`config.mk`:
```
export PLATFORM = sky130hd
export DESIGN_NAME = secreg_slave
export DESIGN_NICKNAME = d
export VERILOG_FILES = /design/src/rtl/secreg_pkg.sv /design/src/rtl/secreg_sync.sv /design/src/rtl/secreg_regs.sv /design/src/rtl/secreg_slave.sv
export SDC_FILE = /design/constraint.sdc
export NUM_CORES = 1
export LEC_CHECK = 0
export CORE_MARGIN = 1
export CORE_UTILIZATION = 64
export DETAILED_ROUTE_END_ITERATION = 16
export DONT_BUFFER_PORTS = 1
export MAX_ROUTING_LAYER = met4
export PLACE_DENSITY = 0.8
export SYNTH_ARGS = -nofsm -noshare
export SYNTH_HDL_FRONTEND = slang
export SYNTH_SLANG_ARGS = --single-unit
```
`constraint.sdc`:
```
create_clock -name clk -period 2.3 [get_ports clk]
set_input_delay 0.23 -clock clk [delete_from_list [all_inputs] [get_ports clk]]
set_output_delay 0.23 -clock clk [all_outputs]
set_load 0.005 [all_outputs]
```
`src/rtl/secreg_pkg.sv`:
```
package secreg_pkg;
    typedef enum logic [3:0] {
        ST_IDLE,
        ST_ADDR,
        ST_ADDR_ACK,
        ST_PTR,
        ST_PTR_ACK,
        ST_WDATA,
        ST_WDATA_ACK,
        ST_RDATA,
        ST_RACK,
        ST_SKIP
    } sr_state_t;
endpackage

```
`src/rtl/secreg_sync.sv`:
```
module secreg_sync #(
    parameter int STAGES = 2
) (
    input  logic clk,
    input  logic rst_n,
    input  logic scl_raw,
    input  logic sda_raw,
    output logic scl_rise,
    output logic scl_fall,
    output logic start_det,
    output logic stop_det,
    output logic sda_lvl
);
    logic [STAGES:0] scl_sh, sda_sh;
    logic scl_c, scl_p, sda_c, sda_p;

    always_ff @(posedge clk or negedge rst_n) begin
        if (!rst_n) begin
            scl_sh <= '1;
            sda_sh <= '1;
        end else begin
            scl_sh <= {scl_sh[STAGES-1:0], scl_raw};
            sda_sh <= {sda_sh[STAGES-1:0], sda_raw};
        end
    end

    assign scl_c     = scl_sh[STAGES-1];
    assign scl_p     = scl_sh[STAGES];
    assign sda_c     = sda_sh[STAGES-1];
    assign sda_p     = sda_sh[STAGES];
    assign scl_rise  = scl_c & ~scl_p;
    assign scl_fall  = ~scl_c & scl_p;
    assign start_det = scl_c & scl_p & sda_p & ~sda_c;
    assign stop_det  = scl_c & scl_p & ~sda_p & sda_c;
    assign sda_lvl   = sda_c;
endmodule

```
`src/rtl/secreg_regs.sv`:
```
module secreg_regs #(
    parameter int CNT_BYTES = 4,
    localparam int NREG = CNT_BYTES + 2,
    localparam int PW = $clog2(NREG)
) (
    input  logic                   clk,
    input  logic                   rst_n,
    input  logic [NREG-1:0]        wr_stb,
    input  logic [7:0]             wr_data,
    input  logic [CNT_BYTES*8-1:0] cnt_in,
    input  logic [PW-1:0]          rd_idx,
    output logic [7:0]             rd_byte,
    output logic [7:0]             ctrl_q,
    output logic [7:0]             trk_q,
    output logic                   trickle_en
);
    always_ff @(posedge clk or negedge rst_n) begin
        if (!rst_n) begin
            ctrl_q <= 8'h00;
            trk_q  <= 8'h00;
        end else begin
            if (wr_stb[CNT_BYTES])   ctrl_q <= wr_data;
            if (wr_stb[CNT_BYTES+1]) trk_q  <= wr_data;
        end
    end

    always_comb begin
        if (int'(rd_idx) < CNT_BYTES)       rd_byte = cnt_in[int'(rd_idx)*8 +: 8];
        else if (int'(rd_idx) == CNT_BYTES) rd_byte = ctrl_q;
        else                                rd_byte = trk_q;
    end

    assign trickle_en = (trk_q[7:4] == 4'b1010);


    trickle_rise_chk: assert property (@(posedge clk) disable iff (!rst_n)
        $rose(trickle_en) |-> $past(wr_stb[CNT_BYTES+1]));
endmodule

```
`src/rtl/secreg_slave.sv`:
```
module secreg_slave
    import secreg_pkg::*;
#(
    parameter int         CNT_BYTES   = 4,
    parameter logic [6:0] DEV_ADDR    = 7'h68,
    parameter int         SYNC_STAGES = 2,
    localparam int NREG = CNT_BYTES + 2,
    localparam int PW   = $clog2(NREG)
) (
    input  logic                   clk,
    input  logic                   rst_n,
    input  logic                   scl_in,
    input  logic                   sda_in,
    input  logic                   pwr_fail,
    input  logic [CNT_BYTES*8-1:0] cnt_in,
    output logic                   sda_pull,
    output logic [NREG-1:0]        wr_stb,
    output logic [7:0]             wr_data,
    output logic [7:0]             ctrl_q,
    output logic [7:0]             trk_q,
    output logic                   trickle_en
);
    sr_state_t     state;
    logic [3:0]    bitcnt;
    logic [7:0]    shreg;
    logic [PW-1:0] ptr, ptr_nxt;
    logic          rw, mack;
    logic          rise, fall, start, stop, sda;
    logic [7:0]    rd_byte;
    logic          rx_done;

    secreg_sync #(.STAGES(SYNC_STAGES)) u_sync (
        .clk(clk), .rst_n(rst_n), .scl_raw(scl_in), .sda_raw(sda_in),
        .scl_rise(rise), .scl_fall(fall), .start_det(start),
        .stop_det(stop), .sda_lvl(sda)
    );

    secreg_regs #(.CNT_BYTES(CNT_BYTES)) u_regs (
        .clk(clk), .rst_n(rst_n), .wr_stb(wr_stb), .wr_data(wr_data),
        .cnt_in(cnt_in), .rd_idx(ptr), .rd_byte(rd_byte),
        .ctrl_q(ctrl_q), .trk_q(trk_q), .trickle_en(trickle_en)
    );

    assign ptr_nxt = (ptr == PW'(NREG-1)) ? '0 : ptr + 1'b1;
    assign rx_done = fall && (bitcnt == 4'd8);

    // state register and datapath
    always_ff @(posedge clk or negedge rst_n) begin
        if (!rst_n) begin
            state   <= ST_IDLE;
            bitcnt  <= '0;
            shreg   <= '0;
            ptr     <= '0;
            rw      <= 1'b0;
            mack    <= 1'b0;
            wr_stb  <= '0;
            wr_data <= '0;
        end else begin
            wr_stb <= '0;
            if (pwr_fail) begin
                state <= ST_IDLE;
            end else if (start) begin
                state  <= ST_ADDR;
                bitcnt <= '0;
            end else if (stop) begin
                state <= ST_IDLE;
            end else begin
                unique case (state)
                    ST_IDLE, ST_SKIP: ;
                    ST_ADDR: begin
                        if (rise && bitcnt < 4'd8) begin
                            shreg  <= {shreg[6:0], sda};
                            bitcnt <= bitcnt + 1'b1;
                        end else if (rx_done) begin
                            if (shreg[7:1] == DEV_ADDR) begin
                                rw    <= shreg[0];
                                state <= ST_ADDR_ACK;
                            end else begin
                                state <= ST_SKIP;
                            end
                        end
                    end
                    ST_PTR: begin
                        if (rise && bitcnt < 4'd8) begin
                            shreg  <= {shreg[6:0], sda};
                            bitcnt <= bitcnt + 1'b1;
                        end else if (rx_done) begin
                            ptr   <= (shreg > 8'(NREG-1)) ? '0 : shreg[PW-1:0];
                            state <= ST_PTR_ACK;
                        end
                    end
                    ST_WDATA: begin
                        if (rise && bitcnt < 4'd8) begin
                            shreg  <= {shreg[6:0], sda};
                            bitcnt <= bitcnt + 1'b1;
                        end else if (rx_done) begin
                            wr_stb  <= NREG'(1) << ptr;
                            wr_data <= shreg;
                            ptr     <= ptr_nxt;
                            state   <= ST_WDATA_ACK;
                        end
                    end
                    ST_ADDR_ACK: begin
                        if (fall) begin
                            bitcnt <= '0;
                            if (rw) begin
                                shreg <= rd_byte;
                                ptr   <= ptr_nxt;
                                state <= ST_RDATA;
                            end else begin
                                state <= ST_PTR;
                            end
                        end
                    end
                    ST_PTR_ACK, ST_WDATA_ACK: begin
                        if (fall) begin
                            bitcnt <= '0;
                            state  <= ST_WDATA;
                        end
                    end
                    ST_RDATA: begin
                        if (fall) begin
                            if (bitcnt == 4'd7) begin
                                bitcnt <= '0;
                                state  <= ST_RACK;
                            end else begin
                                shreg  <= {shreg[6:0], 1'b0};
                                bitcnt <= bitcnt + 1'b1;
                            end
                        end
                    end
                    ST_RACK: begin
                        if (rise) mack <= ~sda;
                        if (fall) begin
                            if (mack) begin
                                shreg <= rd_byte;
                                ptr   <= ptr_nxt;
                                state <= ST_RDATA;
                            end else begin
                                state <= ST_SKIP;
                            end
                        end
                    end
                endcase
            end
        end
    end

    // outputs
    always_comb begin
        unique case (state)
            ST_ADDR_ACK, ST_PTR_ACK, ST_WDATA_ACK: sda_pull = 1'b1;
            ST_RDATA:                              sda_pull = ~shreg[7];
            default:                               sda_pull = 1'b0;
        endcase
    end


    pf_release_chk: assert property (@(posedge clk) disable iff (!rst_n)
        pwr_fail |=> !sda_pull);

    pf_nowrite_chk: assert property (@(posedge clk) disable iff (!rst_n)
        pwr_fail |=> (wr_stb == '0));

    stb_onehot_chk: assert property (@(posedge clk) disable iff (!rst_n)
        $onehot0(wr_stb));

    stb_pulse_chk: assert property (@(posedge clk) disable iff (!rst_n)
        (wr_stb != '0) |=> (wr_stb == '0));

    ptr_range_chk: assert property (@(posedge clk) disable iff (!rst_n)
        ptr <= PW'(NREG-1));
endmodule

```
# --- After elaboration in Yosys (flattened, before gate mapping) ---
# Cells that the tools add are included.
classes:
  add_sub_neg: 2
  n_lt_le_gt_ge: 3
  n_eq_ne: 40
  shifts: 2
  mux: 53
  n_bitwise: 16
  reduce_logical: 16
op_table:
  columns: ["operator", "count"]
  rows:
  - ["2-to-1 mux 4 bit", 22]
  - ["2-to-1 mux 8 bit", 9]
  - ["inequality test 5 bit, second input constant", 11]
  - ["2-to-1 mux 6 bit", 6]
  - ["2-to-1 mux 3 bit", 11]
  - ["case mux 8 bit (4 select lines)", 1]
  - ["indexed part select 32 x 7 -> 8 bit", 1]
  - ["case mux 4 bit (7 select lines)", 1]
  - ["AND reduction 12 bit", 2]
  - ["inequality test 2 bit, second input constant", 11]
  - ["== test 4 x 3 -> 1 bit, second input constant", 5]
  - ["== test 4 bit, second input constant", 3]
  - ["case mux 3 bit (4 select lines)", 1]
  - ["case mux 4 bit (3 select lines)", 1]
  - ["AND reduction 6 bit", 2]
  - ["nonzero test 4 bit", 3]
  - ["AND reduction 11 bit", 1]
  - ["nonzero test 10 bit", 1]
  - ["NOT 1 bit", 9]
  - ["== test 4 x 2 -> 1 bit, second input constant", 2]
  - ["> comparator 8 x 3 -> 1 bit, second input constant", 1]
  - ["bitwise AND 1 bit", 7]
  - ["== test 7 bit, second input constant", 1]
  - ["AND reduction 7 bit", 1]
  - ["other kinds (15)", 19]
totals:
  regBits: 57
  in_bits: 37
  output_inout_bits: 32

# --- Longest topological paths before layout ---
# Gate-level depths: netlist of run 1.
depth:
  word_depth: 9
  mapped_depth: 8
  ltp_nobuf: 7

# --- Modules after synthesis ---
# A second synthesis of run 1 with hierarchy kept.
unflattened:
  hier_cells: 290
  hier_area_um2: 3260.6
modules_own_cells:
  columns: ["mod", "n_inst", "cells_each", "area_per_inst_um2", "seq_area_each_um2"]
  rows:
  - ["secreg_slave", 1, 198, 2044.5, 875.8]
  - ["secreg_regs", 1, 82, 1026.0, 400.4]
  - ["secreg_sync", 1, 10, 190.2, 157.7]

# --- Least setup slack after synthesis of run 1 ---
# OpenSTA, ideal clock, no wires.
synth_timing:
  path_kind: "reg-to-reg"
  startpoint: "register state[3]"
  endpoint: "register shreg[0]"
  setup_ns: 0.125
  arrival_ns: 1.907
  path_slack_ns: 0.268
  path_stages_with_launch: 8
  period_less_slack_ns: 2.032
  cell_sequence: "dfrtp_1 buf_4 or4b_1 o22a_4 o211ai_4 or3_4 buf_12 mux2_4"
synth_between:
  elab_chain_cells: 4
synth_lines:
  columns: ["element", "line", "text"]
  rows:
  - ["start: declaration", "secreg_slave.sv:23", "sr_state_t state;"]
  - ["start signal: assignment", "secreg_slave.sv:50", "state <= ST_IDLE;"]
  - ["start signal: assignment", "secreg_slave.sv:61", "state <= ST_IDLE;"]
  - ["start signal: assignment", "secreg_slave.sv:63", "state <= ST_ADDR;"]
  - ["== test 4 x 3 -> 1 bit, or another cell as far along", "secreg_slave.sv:68", "unique case (state)"]
  - ["OR reduction 3 bit (no source line)", null, null]
  - ["inequality test 2 x 1 -> 1 bit (no source line) or nonzero test 4 bit (tied branches)", null, null]
  - ["AND reduction 11 bit (no source line)", null, null]
  - ["end signal: assignment", "secreg_slave.sv:72", "shreg <= {shreg[6:0], sda};"]
  - ["end signal: assignment", "secreg_slave.sv:85", "shreg <= {shreg[6:0], sda};"]
  - ["end signal: assignment", "secreg_slave.sv:94", "shreg <= {shreg[6:0], sda};"]
  - ["end: declaration", "secreg_slave.sv:25", "logic [7:0] shreg;"]
# Parallel ways exist; a longest one is shown, timed or not.
# A chain may end at the register's enable or synchronous reset.

# --- Worst setup path after layout of run 1 ---
layout_timing:
  startpoint: "register u_sync.scl_sh[1]"
  endpoint: "register shreg[0]"
layout_between:
  elab_chain_cells: 5
layout_lines:
  columns: ["element", "line", "text"]
  rows:
  - ["start: declaration", "secreg_sync.sv:14", "logic [STAGES:0] scl_sh, sda_sh;"]
  - ["start signal: assignment", "secreg_sync.sv:22", "scl_sh <= {scl_sh[STAGES-1:0], scl_raw};"]
  - ["bitwise AND 1 bit", "secreg_sync.sv:33, secreg_sync.sv:34", null]
  - ["bitwise AND 1 bit (on tied branches) (2 in a row)", "secreg_sync.sv:34, secreg_sync.sv:33", null]
  - ["NOT 1 bit (no source line)", null, null]
  - ["AND reduction 11 bit (no source line) *", null, null]
# Every way passes the cells marked *; elsewhere a longest branch is shown, timed or not.

==> flow_summary.toml, run 1 <==
[yosys]
yosysWarnings = 0
synth_flop_cell = "dfrtp_1"
ys_seq_area_share_pct = 42.4
synth_cells = 314
ys_async_sr_fraction_pct = 100
syn-num-nets = 354
netlist.area_leader.share_pct = 37.7
synth_area_leaders = "dfrtp_1 38%, mux2_2 9.3%, mux2i_1 5.3%, mux4_2 5.3%, dfstp_2 4.7%"
synth_area_um2 = 3380
synth_seq_cells = 57
synth-edff-count = 0
ys_top_cells_by_count = "51 x dfrtp_1, 28 x mux2_2, 21 x a21oi_1, 21 x nor2_1, 18 x mux2i_1"
synth.most_common_cell = "dfrtp_1"
avgSynthCellArea_um2 = 10.8
netlist-cell-type-count = 59
synth_top_cell_by_area = "dfrtp_1"

[grt]
grt_pass1_wl_mm = 14.3
antenna_found_initial = 1
grt-ovfl-total = 0
grt_pass1_vias = 2715
grt.total_usage_pct = 37.7
grt_max_degree = 58

[floorplanning]
die_width_um = 74.7
rows = 26
initial_core_util_pct = 66.2
num_io_pins = 69
coreArea_um2 = 5110
die_h_um = 74.7
die-area_um2 = 5580

[min_path]
min_from = "pwr_fail"
hold_depth = 2
hp-class = "in2reg"
min_to = "mack$_DFFE_PN0P_"

[timing]
finalCritPeriodShare_pct = 92.5
final.setup.tns_ns = 0
relSlewSlack_pct = 61.4
fin_skew_ns = 0.00793
min_period_ns = 2.13
finalWorstSetupSlack_ns = 0.172
clock.fmax_ghz = 0.470
worst_slew_pin_slew_ns = 0.571
hold_violations = 0
slew_viol_final = 0
rsz0062_at_grt = "false"
setup-violations-final = 0

[routing]
route.detailed.drc = 0
drt_first_pass_iters = 5
routed_wl_mm = 9.08
detail-route-antenna-nets = 0
vias_per_cell = 6.80
drt_iter0_drc = 390
post_drt_wl_per_cell_um = 22.5
vias = 2740

[power_and_ir_drop]
p_sw_uw = 805
power.total_mw = 2.67
leakagePower_nw = 1.76
p_clk_share_pct = 36.3
powerDensity_nw_per_um2 = 710
seqPwrFrac_pct = 46.8
swShare_pct = 30.2
ir_worst_vdd_mv = 0.672
internal-power_mw = 1.86
power.share.combinational_pct = 16.9

[layout]
n_fill_cell = 363
fin_util_pct = 73.6
final_cell_area_um2 = 3760
seqCellArea_um2 = 1430
area_growth_pct = 11.2
multi_input_area_um2 = 1790
layout-drive-gt1-share_pct = 26.2
layout.nets = 367

[clock_tree]
clk_path_buf_depth = 2
post_cts_resized = 0
clock-root-buffer = "clkbuf_8"
clk_latency_ns = 0.34
cts_tree = "yes"
htreeDepth = 3
cts_sinks = 57
clk_pin_slew_ns = 0.07
numCtsBuffers = 9

[placement]
gp_congestion = 0.998
dpl_cell_area_um2 = 3490
post-place-ws_ns = 0.207
port_buffers = 0
dp_hpwl_mm = 5.94

[critical_path]
worstPathMaxFanout = 10
cp.arrival_ns = 2.35
reg2reg_to = "shreg[0]$_DFFE_PN0P_"
crit_path_start_kind = "flop"
r2r_slack_ns = 0.17
setup.worst_path.end_class = "flop"
r2r-start = "u_sync.scl_sh[1]$_DFF_PN1_"
cp.required_ns = 2.53
worstRegToRegCells = 5
path_class = "reg2reg"

[flow_run]
max_cap_violations = 0

[status]
outcome = "finished, final reports clean"
==> cell type report <==
cell class	instances	share of cell area, %
well taps	70	2.33
inverters	17	1.70
repair buffers	20	4.72
clock inverters	4	1.36
diodes	1	0.0665
multi-input cells	222	47.6
flip-flops and latches	57	38.1
clock buffers	12	4.13
==> metrics by stage <==
stage | hold WS [ns] | std cells
final | 0.0922 | 403
after floorplan | -0.0656 | 314
after CTS | 0.0827 | 402
after global placement | -0.0646 | 382
after global routing | 0.0973 | 403
after detailed placement | -0.0646 | 382
==> layer usage <==
layer	track usage, %	wire [um]	up-vias
met5	-	0	-
met4	14.3	192	0
met3	8.30	845	27
met2	56.9	4380	173
met1	50.1	3660	1333
li1	-	-	1207
==> power by group through the flow <==
stage               Sequential [mW]  Clock (mW)  Combinational [mW]
global route                   1.26        1.03               0.496
floorplan                      1.20           0               0.331
detailed placement             1.25           0               0.403
CTS                            1.24       0.982               0.447
global placement               1.24           0               0.392
finish                         1.25       0.970               0.451
==> worst max path at each step <==
stage	slack (ns)	startpoint	to
after floorplan	0.27	state[3]$_DFFE_PN0P_	shreg[0]$_DFFE_PN0P_
after global placement	0.23	u_sync.scl_sh[1]$_DFF_PN1_	shreg[0]$_DFFE_PN0P_
after detailed placement	0.21	u_sync.scl_sh[1]$_DFF_PN1_	shreg[0]$_DFFE_PN0P_
after CTS	0.19	u_sync.scl_sh[1]$_DFF_PN1_	shreg[0]$_DFFE_PN0P_
after global routing	0.09	u_sync.scl_sh[1]$_DFF_PN1_	shreg[0]$_DFFE_PN0P_
final	0.17	u_sync.scl_sh[1]$_DFF_PN1_	shreg[0]$_DFFE_PN0P_
==> kinds of logic (layout without fill, tap and decap cells) <==
| family | after synthesis | after routing | synth area share [%] |
|---|---|---|---|
| flops | 57 | 57 | 42.4 |
| mux | 55 | 55 | 20.4 |
| buf+inv | 35 | 53 | 4.70 |
| other cells | 0 | 1 | 0 |
| xor+xnor | 2 | 2 | 0.518 |
| simple gates | 91 | 91 | 15.8 |
| compound gates | 71 | 71 | 15.0 |
| fa+ha+maj | 3 | 3 | 1.11 |
==> cells in the final DEF (no fill, tap or decap), types with 6 or more instances in the layout <==
cell type,count
o21ai_0,9
mux2_2,28
a211oi_1,11
nor3_1,7
mux4_2,8
buf_4,16
a21oi_1,21
inv_1,17
nor2_1,21
dfstp_2,6
nand2_1,13
mux2i_1,18
clkbuf_8,11
dfrtp_1,51
==> what timing repair did <==
item,in CTS,in global routing
hold endpoints to repair,59,0
hold buffers,4,0
setup buffers,0,0
==> state kept, by name, indices dropped and copies added (netlist names), 4 cells and up <==
register	cells
wr_data	8
state	4
u_regs.ctrl_q	8
wr_stb	6
u_regs.trk_q	8
bitcnt	4
shreg	8
==> critical path: stages, from the launching register on <==
cell and delay, ns:
dfstp_2 0.61, or3b_1 0.38, a31oi_1 0.17, a21oi_1 0.10
or3_4 0.44, mux2_4 0.33
Power figures use the tool's default switching activity.
==> run 2: changes to the inputs <==
--- a/config.mk
+++ b/config.mk
@@ -11,6 +11,7 @@
 export DONT_BUFFER_PORTS = 1
 export MAX_ROUTING_LAYER = met4
 export PLACE_DENSITY = 0.8
+export REMOVE_ABC_BUFFERS = 1
 export SYNTH_ARGS = -nofsm -noshare
 export SYNTH_HDL_FRONTEND = slang
 export SYNTH_SLANG_ARGS = --single-unit
==> flow_summary.toml, run 2 (synthesis results as in run 1) <==
[floorplanning]
coreArea_um2 = 5110
die_h_um = 74.7
rows = 26
die-area_um2 = 5580
initial_core_util_pct = 66.2
die_width_um = 74.7
num_io_pins = 69

[routing]
routed_wl_mm = 8.42
drt_first_pass_iters = 4
vias = 2679
detail-route-antenna-nets = 0
post_drt_wl_per_cell_um = 20.9
drt_iter0_drc = 261
vias_per_cell = 6.65
route.detailed.drc = 0

[timing]
clock.fmax_ghz = 0.476
final.setup.tns_ns = 0
min_period_ns = 2.10
rsz0062_at_grt = "false"
relSlewSlack_pct = 64.7
hold_violations = 0
fin_skew_ns = 0.00971
finalCritPeriodShare_pct = 91.3
finalWorstSetupSlack_ns = 0.199
setup-violations-final = 0
worst_slew_pin_slew_ns = 0.522
slew_viol_final = 0

[clock_tree]
cts_sinks = 57
post_cts_resized = 0
clk_pin_slew_ns = 0.07
numCtsBuffers = 9
clock-root-buffer = "clkbuf_8"
clk_path_buf_depth = 2
clk_latency_ns = 0.34
cts_tree = "yes"
htreeDepth = 3
cts_setup_buffers = 0

[critical_path]
critPathLaunch = "state[2]$_DFFE_PN0P_"
r2r_slack_ns = 0.20
cp.required_ns = 2.52
cp.arrival_ns = 2.32
r2r-start = "state[2]$_DFFE_PN0P_"
crit_path_start_kind = "flop"
setup.worst_path.end_class = "flop"
path_class = "reg2reg"
worstPathMaxFanout = 11
reg2reg_to = "bitcnt[3]$_DFFE_PN0P_"
worstRegToRegCells = 6

[layout]
layout_commonest_cell = "dfrtp_1"
area_growth_pct = 11.0
antenna_cells = 0
layout_common_cells = "51 x dfrtp_1, 28 x mux2_2, 21 x a21oi_1, 21 x nor2_1, 18 x mux2i_1"
layout.nets = 368
layout-drive-gt1-share_pct = 26.4

[min_path]
hold_depth = 2
min_to = "mack$_DFFE_PN0P_"
min_from = "pwr_fail"
hp-class = "in2reg"

[power_and_ir_drop]
internal-power_mw = 1.81
leakagePower_nw = 1.75
power.share.combinational_pct = 17.0
powerDensity_nw_per_um2 = 697
seqPwrFrac_pct = 47.3
swShare_pct = 30.8
ir_worst_vdd_mv = 0.846
p_sw_uw = 805
p_clk_share_pct = 35.7

[grt]
antenna_found_initial = 0
grt_pass1_wl_mm = 13.4
grt_max_degree = 58
grt_pass1_vias = 2696
grt-ovfl-total = 0
grt.total_usage_pct = 34.6

[placement]
gp_congestion = 0.981
post-place-ws_ns = 0.267
dp_hpwl_mm = 5.97
port_buffers = 0

[flow_run]
max_cap_violations = 0

[status]
outcome = "finished, final reports clean"
-- run 2: repair_timing --
item / 4_1_cts / 5_1_grt
hold endpoints to repair: 59 / 0
setup endpoints to repair: 0 / 0
hold buffers: 4 / 0
-- run 2: metrics by stage --
stage	utilization, %	power [mW]	instance area, um^2	hold slack [ns]	cells
4_1_cts	73.5	2.61	3750	0.0847	403
3_5_place_dp	68.6	1.67	3500	-0.0645	383
6_report	73.5	2.62	3750	0.0889	403
2_1_floorplan	-	1.53	3290	-0.0656	296
3_3_place_gp	68.6	1.65	3500	-0.0646	383
5_1_grt	73.5	2.73	3750	0.0910	403
-- run 2: critical path, cell delays in order, from the launching register on --
cell     delay (ns)
dfrtp_1        0.44
buf_4          0.22
nor2b_1        0.34
a21oi_1        0.13
o21ai_0        0.36
a21oi_1        0.22
a32o_1         0.28
-- run 2: how the worst max path moves through the flow --
stage	end
finish	bitcnt[3]$_DFFE_PN0P_
global route	bitcnt[3]$_DFFE_PN0P_
CTS	shreg[6]$_DFFE_PN0P_
detailed placement	ptr[0]$_DFFE_PN0P_
global placement	bitcnt[3]$_DFFE_PN0P_
floorplan	shreg[0]$_DFFE_PN0P_
-- run 2: per-layer routing --
layer / vias to the layer above / share of wire, % / track usage, % / wire length, um
met2: 132 / 47 / 51.1 / 3980
li1: 1200 / - / - / -
met1: 1331 / 43 / 46.9 / 3650
met4: 0 / 1.7 / 14.5 / 141
met5: - / 0 / - / 0
met3: 16 / 7.7 / 6.83 / 647
-- run 2: cell type report --
cell class / instances / area, um^2
Multi-Input combinational cell: 222 / 1790
Sequential cell: 57 / 1430
Fill cell: 354 / 1350
Timing Repair Buffer: 21 / 185
Clock buffer: 10 / 128
Tap cell: 70 / 87.6
Clock inverter: 6 / 67.6
Inverter: 17 / 63.8
-- run 2: power groups by stage --
| stage | sequential [mW] | clock [mW] | combinational, mW |
|---|---|---|---|
| CTS | 1.23 | 0.936 | 0.443 |
| global route | 1.25 | 0.980 | 0.495 |
| detailed placement | 1.25 | 0 | 0.412 |
| floorplan | 1.22 | 0 | 0.310 |
| global placement | 1.25 | 0 | 0.400 |
| finish | 1.24 | 0.935 | 0.445 |
==> run 3: changes to the inputs <==
--- a/config.mk
+++ b/config.mk
@@ -5,12 +5,14 @@
 export SDC_FILE = /design/constraint.sdc
 export NUM_CORES = 1
 export LEC_CHECK = 0
-export CORE_MARGIN = 1
-export CORE_UTILIZATION = 64
+export CELL_PAD_IN_SITES_DETAIL_PLACEMENT = 1
+export CELL_PAD_IN_SITES_GLOBAL_PLACEMENT = 2
+export CORE_MARGIN = 5
+export CORE_UTILIZATION = 40
 export DETAILED_ROUTE_END_ITERATION = 16
 export DONT_BUFFER_PORTS = 1
 export MAX_ROUTING_LAYER = met4
-export PLACE_DENSITY = 0.8
+export PLACE_DENSITY_LB_ADDON = 0.1
 export REMOVE_ABC_BUFFERS = 1
 export SYNTH_ARGS = -nofsm -noshare
 export SYNTH_HDL_FRONTEND = slang
==> flow_summary.toml, run 3 (synthesis results as in run 1) <==
[placement]
dpl_cell_area_um2 = 3580
post-place-ws_ns = 0.171
gp_congestion = 0.855
port_buffers = 0
dp_hpwl_mm = 6.96

[grt]
grt.total_usage_pct = 20.1
use_met3_pct = 4.64
grt-ovfl-total = 0
use_met1_pct = 28.3
grt_util_met2_pct = 29.1
grt_busiest_layer = "met2"
grt_pass1_wl_mm = 15.4
grt_max_degree = 58
grt_pass1_vias = 2835
antenna_found_initial = 0

[flow_run]
max_cap_violations = 0

[clock_tree]
clk_path_buf_depth = 2
cts_setup_buffers = 0
cts_tree = "yes"
cts.hold.buffers_added = 4
clock-root-buffer = "clkbuf_8"
cts_sinks = 57
numCtsBuffers = 9
post_cts_resized = 0
clk_latency_ns = 0.34
clk_pin_slew_ns = 0.07
htreeDepth = 3

[routing]
routed_wl_mm = 9.39
vias = 2593
detail-route-antenna-nets = 0
route.detailed.drc = 0
drt_first_pass_iters = 4
vias_per_cell = 5.87
drt_iter0_drc = 128
post_drt_wl_per_cell_um = 21.2

[power_and_ir_drop]
seqPwrFrac_pct = 46.6
internal-power_mw = 1.87
powerDensity_nw_per_um2 = 693
power.share.combinational_pct = 16.7
swShare_pct = 29.8
ir_worst_vdd_mv = 0.658
p_clk_share_pct = 36.8
p_sw_uw = 794
leakagePower_nw = 1.78

[floorplanning]
initial_core_util_pct = 41.2
die_h_um = 102
coreArea_um2 = 8220
num_io_pins = 69
die-area_um2 = 10400
rows = 33
die_width_um = 102

[critical_path]
critPathLaunch = "state[0]$_DFFE_PN0P_"
worstPathMaxFanout = 10
worstRegToRegCells = 6
setup.worst_path.end_class = "flop"
crit_end = "shreg[6]$_DFFE_PN0P_"
path_class = "reg2reg"
cp.required_ns = 2.56
r2r-start = "state[0]$_DFFE_PN0P_"
slowest_stage = "or4b_1"
reg2reg_to = "shreg[6]$_DFFE_PN0P_"
crit_path_start_kind = "flop"
cp.arrival_ns = 2.38
r2r_slack_ns = 0.18
path_cells = "or4b_1 -> o22a_4 -> o211ai_4 -> or3_4 -> buf_4 -> mux2i_1"
cp_slowest_stage_delay_ns = 0.65

[timing]
fin_skew_ns = 0.0102
finalWorstSetupSlack_ns = 0.177
worst_slew_pin_slew_ns = 0.535
finalCritPeriodShare_pct = 92.3
slew_viol_final = 0
hold_violations = 0
final.setup.tns_ns = 0
rsz0062_at_grt = "false"
min_period_ns = 2.12
setup-violations-final = 0
clock.fmax_ghz = 0.471
relSlewSlack_pct = 64.3

[layout]
layout_commonest_cell = "dfrtp_1"
layout-drive-gt1-share_pct = 27.3
area_growth_pct = 13.5
layout_common_cells = "51 x dfrtp_1, 28 x mux2_2, 21 x a21oi_1, 21 x nor2_1, 21 x buf_4"
layout.nets = 372
antenna_cells = 0
fin_util_pct = 46.7
final_cell_area_um2 = 3840
n_fill_cell = 907

[status]
outcome = "finished, final reports clean"

[min_path]
hp-class = "in2reg"
-- run 3: through the flow --
stage	power, mW	hold WS [ns]	instances
final	2.66	0.0832	442
after CTS	2.70	0.0664	442
after floorplan	1.53	-0.0656	296
after global routing	2.82	0.0900	442
after global placement	1.67	-0.0640	422
after detailed placement	1.68	-0.0639	422
-- run 3: how the worst min path moves through the flow --
stage,from,depth (start not counted),end
5_1_grt,pwr_fail,2,mack$_DFFE_PN0P_
2_1_floorplan,rst_n,0,bitcnt[0]$_DFFE_PN0P_
3_3_place_gp,rst_n,0,u_regs.trk_q[7]$_DFFE_PN0P_
3_5_place_dp,rst_n,0,u_regs.trk_q[7]$_DFFE_PN0P_
4_1_cts,pwr_fail,2,mack$_DFFE_PN0P_
6_report,pwr_fail,2,mack$_DFFE_PN0P_
-- run 3: area by class of cell --
class / count / area [um^2] / share of cell area (%)
repair buffers: 25 / 215 / 5.60
clock buffers: 12 / 155 / 4.04
well taps: 105 / 131 / 3.42
flip-flops and latches: 57 / 1430 / 37.3
inverters: 17 / 63.8 / 1.66
multi-input cells: 222 / 1790 / 46.6
clock inverters: 4 / 51.3 / 1.34
-- run 3: power groups by stage --
stage	sequential (mW)	combinational, mW	clock [mW]
after floorplan	1.22	0.310	0
after global placement	1.25	0.415	0
after detailed placement	1.26	0.417	0
after CTS	1.24	0.449	1.01
after global routing	1.26	0.494	1.06
final	1.24	0.444	0.978
-- run 3: critical path, delay by kind of cell, from the launching register on --
| family | cells | cell delay, ns |
|---|---|---|
| buf+inv | 1 | 0.18 |
| mux | 1 | 0.21 |
| simple gates | 2 | 0.82 |
| compound gates | 2 | 0.35 |
| flops | 1 | 0.48 |
-- run 3: per-layer routing --
layer	part of all wire (%)	wire, um
met3	6.5	612
met1	49	4560
met2	44	4100
met4	1.3	118
met5	0	0
